$ cat config.mk
export PLATFORM = sky130hd
export DESIGN_NAME = wdt_itimer
export DESIGN_NICKNAME = d
export VERILOG_FILES = /design/src/rtl/wdt_pkg.sv /design/src/rtl/wdt_prescaler.sv /design/src/rtl/wdt_pulse.sv /design/src/rtl/wdt_itimer.sv
export SDC_FILE = /design/constraint.sdc
export NUM_CORES = 1
export LEC_CHECK = 0
export ABC_AREA = 1
export CAP_MARGIN = 20
export CELL_PAD_IN_SITES_DETAIL_PLACEMENT = 1
export CELL_PAD_IN_SITES_GLOBAL_PLACEMENT = 1
export CORE_MARGIN = 1
export CORE_UTILIZATION = 51
export CTS_CLUSTER_DIAMETER = 150
export DETAILED_ROUTE_END_ITERATION = 8
export DONT_BUFFER_PORTS = 1
export PLACE_DENSITY_LB_ADDON = 0.08
export RECOVER_POWER = 100
export SKIP_LAST_GASP = 1
export SYNTH_ARGS = -nofsm -noshare
export SYNTH_HDL_FRONTEND = slang
export SYNTH_SLANG_ARGS = --single-unit
export TNS_END_PERCENT = 30
$ cat constraint.sdc
create_clock -name clk -period 4 [get_ports clk]
set_input_delay 0.4 -clock clk [delete_from_list [all_inputs] [get_ports clk]]
set_output_delay 0.4 -clock clk [all_outputs]
set_load 0.01 [all_outputs]
$ cat src/rtl/wdt_pkg.sv
package wdt_pkg;
   typedef enum logic {MODE_ITV = 1'b0, MODE_WD = 1'b1} wdt_mode_e;

   localparam int NUM_TAPS  = 8;
   localparam int SEL_W     = 3;
   localparam logic [1:0] ADDR_CNT  = 2'd0;
   localparam logic [1:0] ADDR_CTL  = 2'd1;
   localparam logic [1:0] ADDR_RCTL = 2'd2;

   localparam int CTL_EN   = 5;
   localparam int CTL_MODE = 6;
   localparam int CTL_IFLG = 7;
   localparam int RC_REN   = 6;
   localparam int RC_WFLG  = 7;

   // log2 of the prescaler division for each select code
   function automatic int tap_log2(input int code);
      case (code)
         0: return 1;
         1: return 6;
         2: return 7;
         3: return 9;
         4: return 11;
         5: return 13;
         6: return 15;
         default: return 17;
      endcase
   endfunction
endpackage

$ cat src/rtl/wdt_prescaler.sv
module wdt_prescaler #(
   parameter int PRE_W = 17
) (
   input  logic                     clk,
   input  logic                     rst_n,
   input  logic                     en,
   input  logic [wdt_pkg::SEL_W-1:0] sel,
   output logic                     tick
);
   import wdt_pkg::*;

   if (PRE_W < tap_log2(NUM_TAPS - 1)) begin : g_bad_w
      initial $fatal(1, "wdt_prescaler: PRE_W too small for widest tap");
   end

   logic [PRE_W-1:0]    pre_q;
   logic [NUM_TAPS-1:0] hit;

   always_ff @(posedge clk or negedge rst_n) begin
      if (!rst_n)  pre_q <= '0;
      else if (en) pre_q <= pre_q + 1'b1;
      else         pre_q <= '0;
   end

   for (genvar i = 0; i < NUM_TAPS; i++) begin : g_tap
      localparam int K = tap_log2(i);
      assign hit[i] = &pre_q[K-1:0];
   end

   assign tick = en & hit[sel];

   p_idle_clear_r3: assert property (@(posedge clk) disable iff (!rst_n)
      !en |=> (pre_q == '0));
endmodule

$ cat src/rtl/wdt_pulse.sv
module wdt_pulse #(
   parameter int LEN = 132
) (
   input  logic clk,
   input  logic rst_n,
   input  logic start,
   output logic active
);
   localparam int CW = $clog2(LEN + 1);

   if (LEN < 1) begin : g_bad_len
      initial $fatal(1, "wdt_pulse: LEN must be positive");
   end

   logic [CW-1:0] cnt_q;

   always_ff @(posedge clk or negedge rst_n) begin
      if (!rst_n)            cnt_q <= '0;
      else if (start)        cnt_q <= CW'(LEN);
      else if (cnt_q != '0)  cnt_q <= cnt_q - 1'b1;
   end

   assign active = (cnt_q != '0);

   p_start_act_r5: assert property (@(posedge clk) disable iff (!rst_n)
      start |=> active);
   p_hold_act_r5: assert property (@(posedge clk) disable iff (!rst_n)
      (cnt_q > CW'(1)) |=> active);
endmodule

$ cat src/rtl/wdt_itimer.sv
module wdt_itimer #(
   parameter int              CNT_W    = 8,
   parameter int              PRE_W    = 17,
   parameter int              OVF_LEN  = 132,
   parameter int              RST_LEN  = 518,
   parameter logic [CNT_W-1:0] KEY_CNT = 'h5A,
   parameter logic [CNT_W-1:0] KEY_CTL = 'hA5
) (
   input  logic               clk,
   input  logic               rst_n,
   input  logic [1:0]         bus_addr,
   input  logic               bus_wr,
   input  logic               bus_rd,
   input  logic [2*CNT_W-1:0] bus_wdata,
   output logic [CNT_W-1:0]   bus_rdata,
   output logic               ovf_n,
   output logic               sys_rst_req,
   output logic               itv_irq
);
   import wdt_pkg::*;

   if (CNT_W < 8) begin : g_bad_cnt
      initial $fatal(1, "wdt_itimer: CNT_W must be at least 8");
   end

   logic [CNT_W-1:0] key, dat;
   logic [CNT_W-1:0] cnt_q;
   logic [SEL_W-1:0] sel_q;
   logic             en_q, iflg_q, arm_i_q, ren_q, wflg_q, arm_w_q;
   wdt_mode_e        mode_q;
   logic             tick, lock, ovf_act;
   logic             wr_cnt, wr_ctl, wr_rc, rd_ok;
   logic             wd_ovf, itv_ovf, at_top;

   assign key    = bus_wdata[2*CNT_W-1:CNT_W];
   assign dat    = bus_wdata[CNT_W-1:0];
   assign lock   = ovf_act;
   assign rd_ok  = bus_rd & ~lock;
   assign wr_cnt = bus_wr & ~lock & (bus_addr == ADDR_CNT)  & (key == KEY_CNT);
   assign wr_ctl = bus_wr & ~lock & (bus_addr == ADDR_CTL)  & (key == KEY_CTL);
   assign wr_rc  = bus_wr & ~lock & (bus_addr == ADDR_RCTL) & (key == KEY_CNT);
   assign at_top  = (cnt_q == '1);
   assign wd_ovf  = tick & at_top & (mode_q == MODE_WD);
   assign itv_ovf = tick & at_top & (mode_q == MODE_ITV);

   wdt_prescaler #(.PRE_W(PRE_W)) u_pre (
      .clk(clk), .rst_n(rst_n), .en(en_q), .sel(sel_q), .tick(tick));

   wdt_pulse #(.LEN(OVF_LEN)) u_ovf (
      .clk(clk), .rst_n(rst_n), .start(wd_ovf), .active(ovf_act));

   wdt_pulse #(.LEN(RST_LEN)) u_rst (
      .clk(clk), .rst_n(rst_n), .start(wd_ovf & ren_q), .active(sys_rst_req));

   // counter
   always_ff @(posedge clk or negedge rst_n) begin
      if (!rst_n)      cnt_q <= '0;
      else if (wd_ovf) cnt_q <= '0;
      else if (wr_cnt) cnt_q <= dat;
      else if (tick)   cnt_q <= cnt_q + 1'b1;
   end

   // control/status
   always_ff @(posedge clk or negedge rst_n) begin
      if (!rst_n) begin
         sel_q  <= '0;
         en_q   <= 1'b0;
         mode_q <= MODE_ITV;
      end else if (wd_ovf) begin
         sel_q  <= '0;
         en_q   <= 1'b0;
         mode_q <= MODE_ITV;
      end else if (wr_ctl) begin
         sel_q <= dat[SEL_W-1:0];
         en_q  <= dat[CTL_EN];
         if (!en_q) mode_q <= wdt_mode_e'(dat[CTL_MODE]);
      end
   end

   // interval flag and its clear handshake
   always_ff @(posedge clk or negedge rst_n) begin
      if (!rst_n) begin
         iflg_q  <= 1'b0;
         arm_i_q <= 1'b0;
      end else if (wd_ovf) begin
         iflg_q  <= 1'b0;
         arm_i_q <= 1'b0;
      end else if (itv_ovf) begin
         iflg_q  <= 1'b1;
         arm_i_q <= 1'b0;
      end else if (wr_ctl && !dat[CTL_IFLG] && arm_i_q) begin
         iflg_q  <= 1'b0;
         arm_i_q <= 1'b0;
      end else if (rd_ok && bus_addr == ADDR_CTL && iflg_q) begin
         arm_i_q <= 1'b1;
      end
   end

   // reset-control
   always_ff @(posedge clk or negedge rst_n) begin
      if (!rst_n) begin
         ren_q   <= 1'b0;
         wflg_q  <= 1'b0;
         arm_w_q <= 1'b0;
      end else begin
         if (wr_rc) ren_q <= dat[RC_REN];
         if (wd_ovf) begin
            wflg_q  <= 1'b1;
            arm_w_q <= 1'b0;
         end else if (wr_rc && !dat[RC_WFLG] && arm_w_q) begin
            wflg_q  <= 1'b0;
            arm_w_q <= 1'b0;
         end else if (rd_ok && bus_addr == ADDR_RCTL && wflg_q) begin
            arm_w_q <= 1'b1;
         end
      end
   end

   always_comb begin
      bus_rdata = '0;
      case (bus_addr)
         ADDR_CNT: bus_rdata = cnt_q;
         ADDR_CTL: begin
            bus_rdata[SEL_W-1:0] = sel_q;
            bus_rdata[CTL_EN]    = en_q;
            bus_rdata[CTL_MODE]  = mode_q;
            bus_rdata[CTL_IFLG]  = iflg_q;
         end
         ADDR_RCTL: begin
            bus_rdata[RC_REN]  = ren_q;
            bus_rdata[RC_WFLG] = wflg_q;
         end
         default: bus_rdata = '0;
      endcase
   end

   assign ovf_n   = ~ovf_act;
   assign itv_irq = iflg_q;

   p_lock_hold_r8: assert property (@(posedge clk) disable iff (!rst_n)
      !ovf_n |=> ($stable(cnt_q) && $stable(sel_q) && $stable(ren_q)));
   p_mode_keep_r7: assert property (@(posedge clk) disable iff (!rst_n)
      (en_q && !wd_ovf) |=> (mode_q == $past(mode_q)));
   p_wd_return_r5: assert property (@(posedge clk) disable iff (!rst_n)
      wd_ovf |=> (cnt_q == '0 && !en_q && !ovf_n && wflg_q));
   p_irq_raise_r4: assert property (@(posedge clk) disable iff (!rst_n)
      itv_ovf |=> (itv_irq && cnt_q == '0));
   p_wflag_clear_r9: assert property (@(posedge clk) disable iff (!rst_n)
      $fell(wflg_q) |-> ($past(arm_w_q) && $past(ovf_n)));
   p_rst_gate_r6: assert property (@(posedge clk) disable iff (!rst_n)
      (wd_ovf && !ren_q && !sys_rst_req) |=> !sys_rst_req);
endmodule

==> qor.csv <==
metric;value;unit
I/O pin count;33;
Post-DP Area;0.00325;mm^2
WHS Endpoint;ren_q;
Critical Path End Type;flip-flop;
share of layout cells above drive strength 1;8.72;%
# placed instances;478;
count of input and output buffers;0;
largest fanout on the critical path;27;
antenna cell count;0;
Multi-input gate area;0.00148;mm^2
Synth Area per Inst;7.81;um^2
Yosys reg bits;53;
Post-Synthesis Cells;408;
HP Start;bus_wdata[6];
Worst Skew;0.0129;ns
drt first pass iters;4;
Num CTS Buffers;5;
net switching power;237;uW
mux contribution to synthesized area;0;%
Lkg Pwr;0.00163;uW
mapped cell area;0.00319;mm^2
Clock power frac;36.7;%
library cells used by synthesis;40;
post-route cell area;0.00329;mm^2
RR Endpoint;u_rst.cnt_q[0];
setup TNS;0;ns
slew margin rel.;52.2;%
first-pass GRT wire length;13000;um
reg2reg path depth;15;
sequential area share after synthesis;41.6;%
vias in the first global route;2778;
Die Area;0.00657;mm^2
dpl ws;1.33;ns
WL/cell;16.2;um
worst reg2reg path startpoint;u_pre.pre_q[0];
R2R setup slack;1.05;ns
clk sink count;53;
final cell count without fillers;488;
count of final setup violators;0;
largest net degree at the start of global routing;54;
main combinational cell family by area after synthesis;simple AND/OR/NAND/NOR gates;
Synth Area in Compound Gates;9.89;%
total track usage;26.3;%
simple logic cell fraction of the synthesized area;32.2;%
logic gate share of total power;4.2;%
cell row count;28;
Initial DRC Count;117;
synth-to-layout area growth;3.10;%
Vias/cell;5.53;
f_max;339;MHz
core area;0.00599;mm^2
worst path arrival time;3.17;ns
Post-CTS Resized;0;
Filler cells;761;
Overflow after GRT;0;
Slew @ Worst Pin;0.714;ns
max-cap viol count;0;
drt total wl;7890;um
DRT antenna net count;0;
H-tree Lvls;2;
Post-Synth XOR/XNOR Area;4.40;%
maximum vdd drop;0.206;mV
post-DP HPWL;5870;um
worst skew pair latency;0.33;ns
unrepaired setup endpoints after global routing;no;
Sw Ratio;26.0;%
CTS tree;done;
Crit Path Class;reg -> reg;
Initial Util;53.2;%
vias;2699;
min Tclk post-route;2.95;ns
Fin. Hold Viols;0;
Total Nets Final;441;
Worst-path clk slew;0.11;ns
Final GP Congestion;0.839;
Clock Root Buffer;clkbuf_8;
DRC Markers;0;
setup ws final;1.05;ns
Hold WC Path Type;in -> reg;
run status;completed;
DIE WIDTH;81.1;um
Flop pwr share;59.2;%
initial antenna violation count;0;
post-synthesis adder-cell area fraction;2.75;%
Max clock buf depth;2;
synth warn;0;
Tcrit/Tclk final;73.8;%
post-layout util;54.9;%
Power Dens Cells;277;mW/mm^2
P_int;675;uW
Post-Syn Nets;437;
Slew Viols, Final;0;
FF/Latch Area;0.00133;mm^2
worst endpoint required time;4.22;ns
Die Ht;81.1;um
Hold Path Cell Cnt;2;
nature of the critical path startpoint;flip-flop;
flip-flops by register name (all words and copies together), names as in the netlist:
name         flops
arm_i_q          1
arm_w_q          1
cnt_q            8
en_q             1
itv_irq          1
mode_q           1
ren_q            1
sel_q            3
u_ovf.cnt_q      8
u_pre.pre_q     17
u_rst.cnt_q     10
wflg_q           1
power groups by stage:
| stage | clock, uW | sequential [uW] | combinational (uW) |
|---|---|---|---|
| floorplan | 0 | 549 | 17.8 |
| global placement | 0 | 550 | 22.1 |
| detailed placement | 0 | 550 | 23.1 |
| CTS | 341 | 540 | 39.0 |
| global route | 360 | 540 | 43.5 |
| finish | 335 | 540 | 37.9 |
layout make-up:
| type | count | area share [%] |
|---|---|---|
| timing repair buffer | 2 | 1.14 |
| inverter | 68 | 7.77 |
| clock buffer | 5 | 2.09 |
| tap | 75 | 2.85 |
| sequential | 53 | 40.4 |
| multi-input combinational | 282 | 45.0 |
| clock inverter | 3 | 0.799 |
worst max-delay path, stage by stage (launching register included):
cell and delay, ns:
dfrtp_1 0.41, ha_1 0.18, nand2_1 0.07, nor2_1 0.39, nand2_1 0.16, nor2_1 0.21, nand2_1 0.10, nor2_1 0.12
ha_1 0.17, a21oi_1 0.07, nand2_1 0.09, nand2_2 0.06, nand2_4 0.07, nand4_4 0.36, nor2_4 0.31, nor2_1 0.07
placed cells by master (no fill, tap or decap), drive strengths merged:
cell type,netlist,final
clkinv,1,3
or2,1,1
o211ai,3,3
nand4,5,5
ha,7,7
nor3,4,4
a211oi,1,1
o21ai,25,25
nand3,44,44
clkinvlp,0,2
nor2,57,57
nor4,2,2
a31oi,1,1
xor2,13,13
o21bai,5,5
xnor2,3,3
dlygate4sd3,0,1
a21oi,12,12
inv,67,66
o22ai,3,3
clkbuf,1,5
nand3b,1,1
dfrtp,53,53
buf,4,1
nand2,92,92
and3,2,2
o21a,1,1
kinds of logic (layout without fill, tap and decap cells):
| logic type | Yosys count | count (layout) |
|---|---|---|
| buffers and inverters | 73 | 78 |
| AO/OA/AOI/OAI | 51 | 51 |
| flip-flops | 53 | 53 |
| XOR/XNOR | 16 | 16 |
| adder cells (fa/ha/maj) | 7 | 7 |
| AND/OR/NAND/NOR | 208 | 208 |
layer usage:
layer  vias up  global-route usage (%)  share of wire [%]
met1      1335                    32.6                 44
met2        52                    46.7                 51
met5         -                       0                  0
met4         0                    7.32                1.1
li1       1301                       -                  -
met3        11                    4.61                3.6
synth_stat cells, drive strengths merged:
master | number | share of area, %
nor4 | 2 | 0.86
nand4 | 5 | 1.5
nor3 | 4 | 0.78
or2 | 1 | 0.20
a211oi | 1 | 0.24
xnor2 | 3 | 0.82
o211ai | 3 | 0.71
o21a | 1 | 0.24
ha | 7 | 2.7
nand2 | 92 | 12
xor2 | 13 | 3.6
nor2 | 57 | 8.4
inv | 67 | 7.9
o22ai | 3 | 0.59
nand3 | 44 | 8.2
nand3b | 1 | 0.24
o21bai | 5 | 1.6
a21oi | 12 | 2.2
a31oi | 1 | 0.20
o21ai | 25 | 4.0
buf | 4 | 1.0
clkbuf | 1 | 0.12
dfrtp | 53 | 42
and3 | 2 | 0.39
clkinv | 1 | 0.12
through the flow:
| step | hold slack, ns | power [uW] |
|---|---|---|
| 4_1_cts | 0.300 | 920 |
| 2_1_floorplan | 0.104 | 567 |
| 5_1_grt | 0.311 | 944 |
| 6_report | 0.307 | 912 |
| 3_3_place_gp | 0.106 | 572 |
| 3_5_place_dp | 0.106 | 573 |
worst max-delay path by stage:
stage          cells after the start              to      startpoint  slack [ns]
2_1_floorplan                     16        cnt_q[4]  u_pre.pre_q[0]        1.95
3_5_place_dp                      15  u_rst.cnt_q[0]  u_pre.pre_q[0]        1.33
6_report                          15  u_rst.cnt_q[0]  u_pre.pre_q[0]        1.05
3_3_place_gp                      15  u_rst.cnt_q[5]  u_pre.pre_q[0]        1.45
4_1_cts                           15  u_rst.cnt_q[0]  u_pre.pre_q[0]        1.31
5_1_grt                           15  u_rst.cnt_q[8]  u_pre.pre_q[0]        0.62
what timing repair did:
action                                  4_1_cts  5_1_grt
endpoints found under the setup margin        0        0
hold buffers                                  2        0
buffers inserted                              0        0
endpoints found under the hold margin        53        0
No activity file was read; power rests on OpenSTA's default activity.
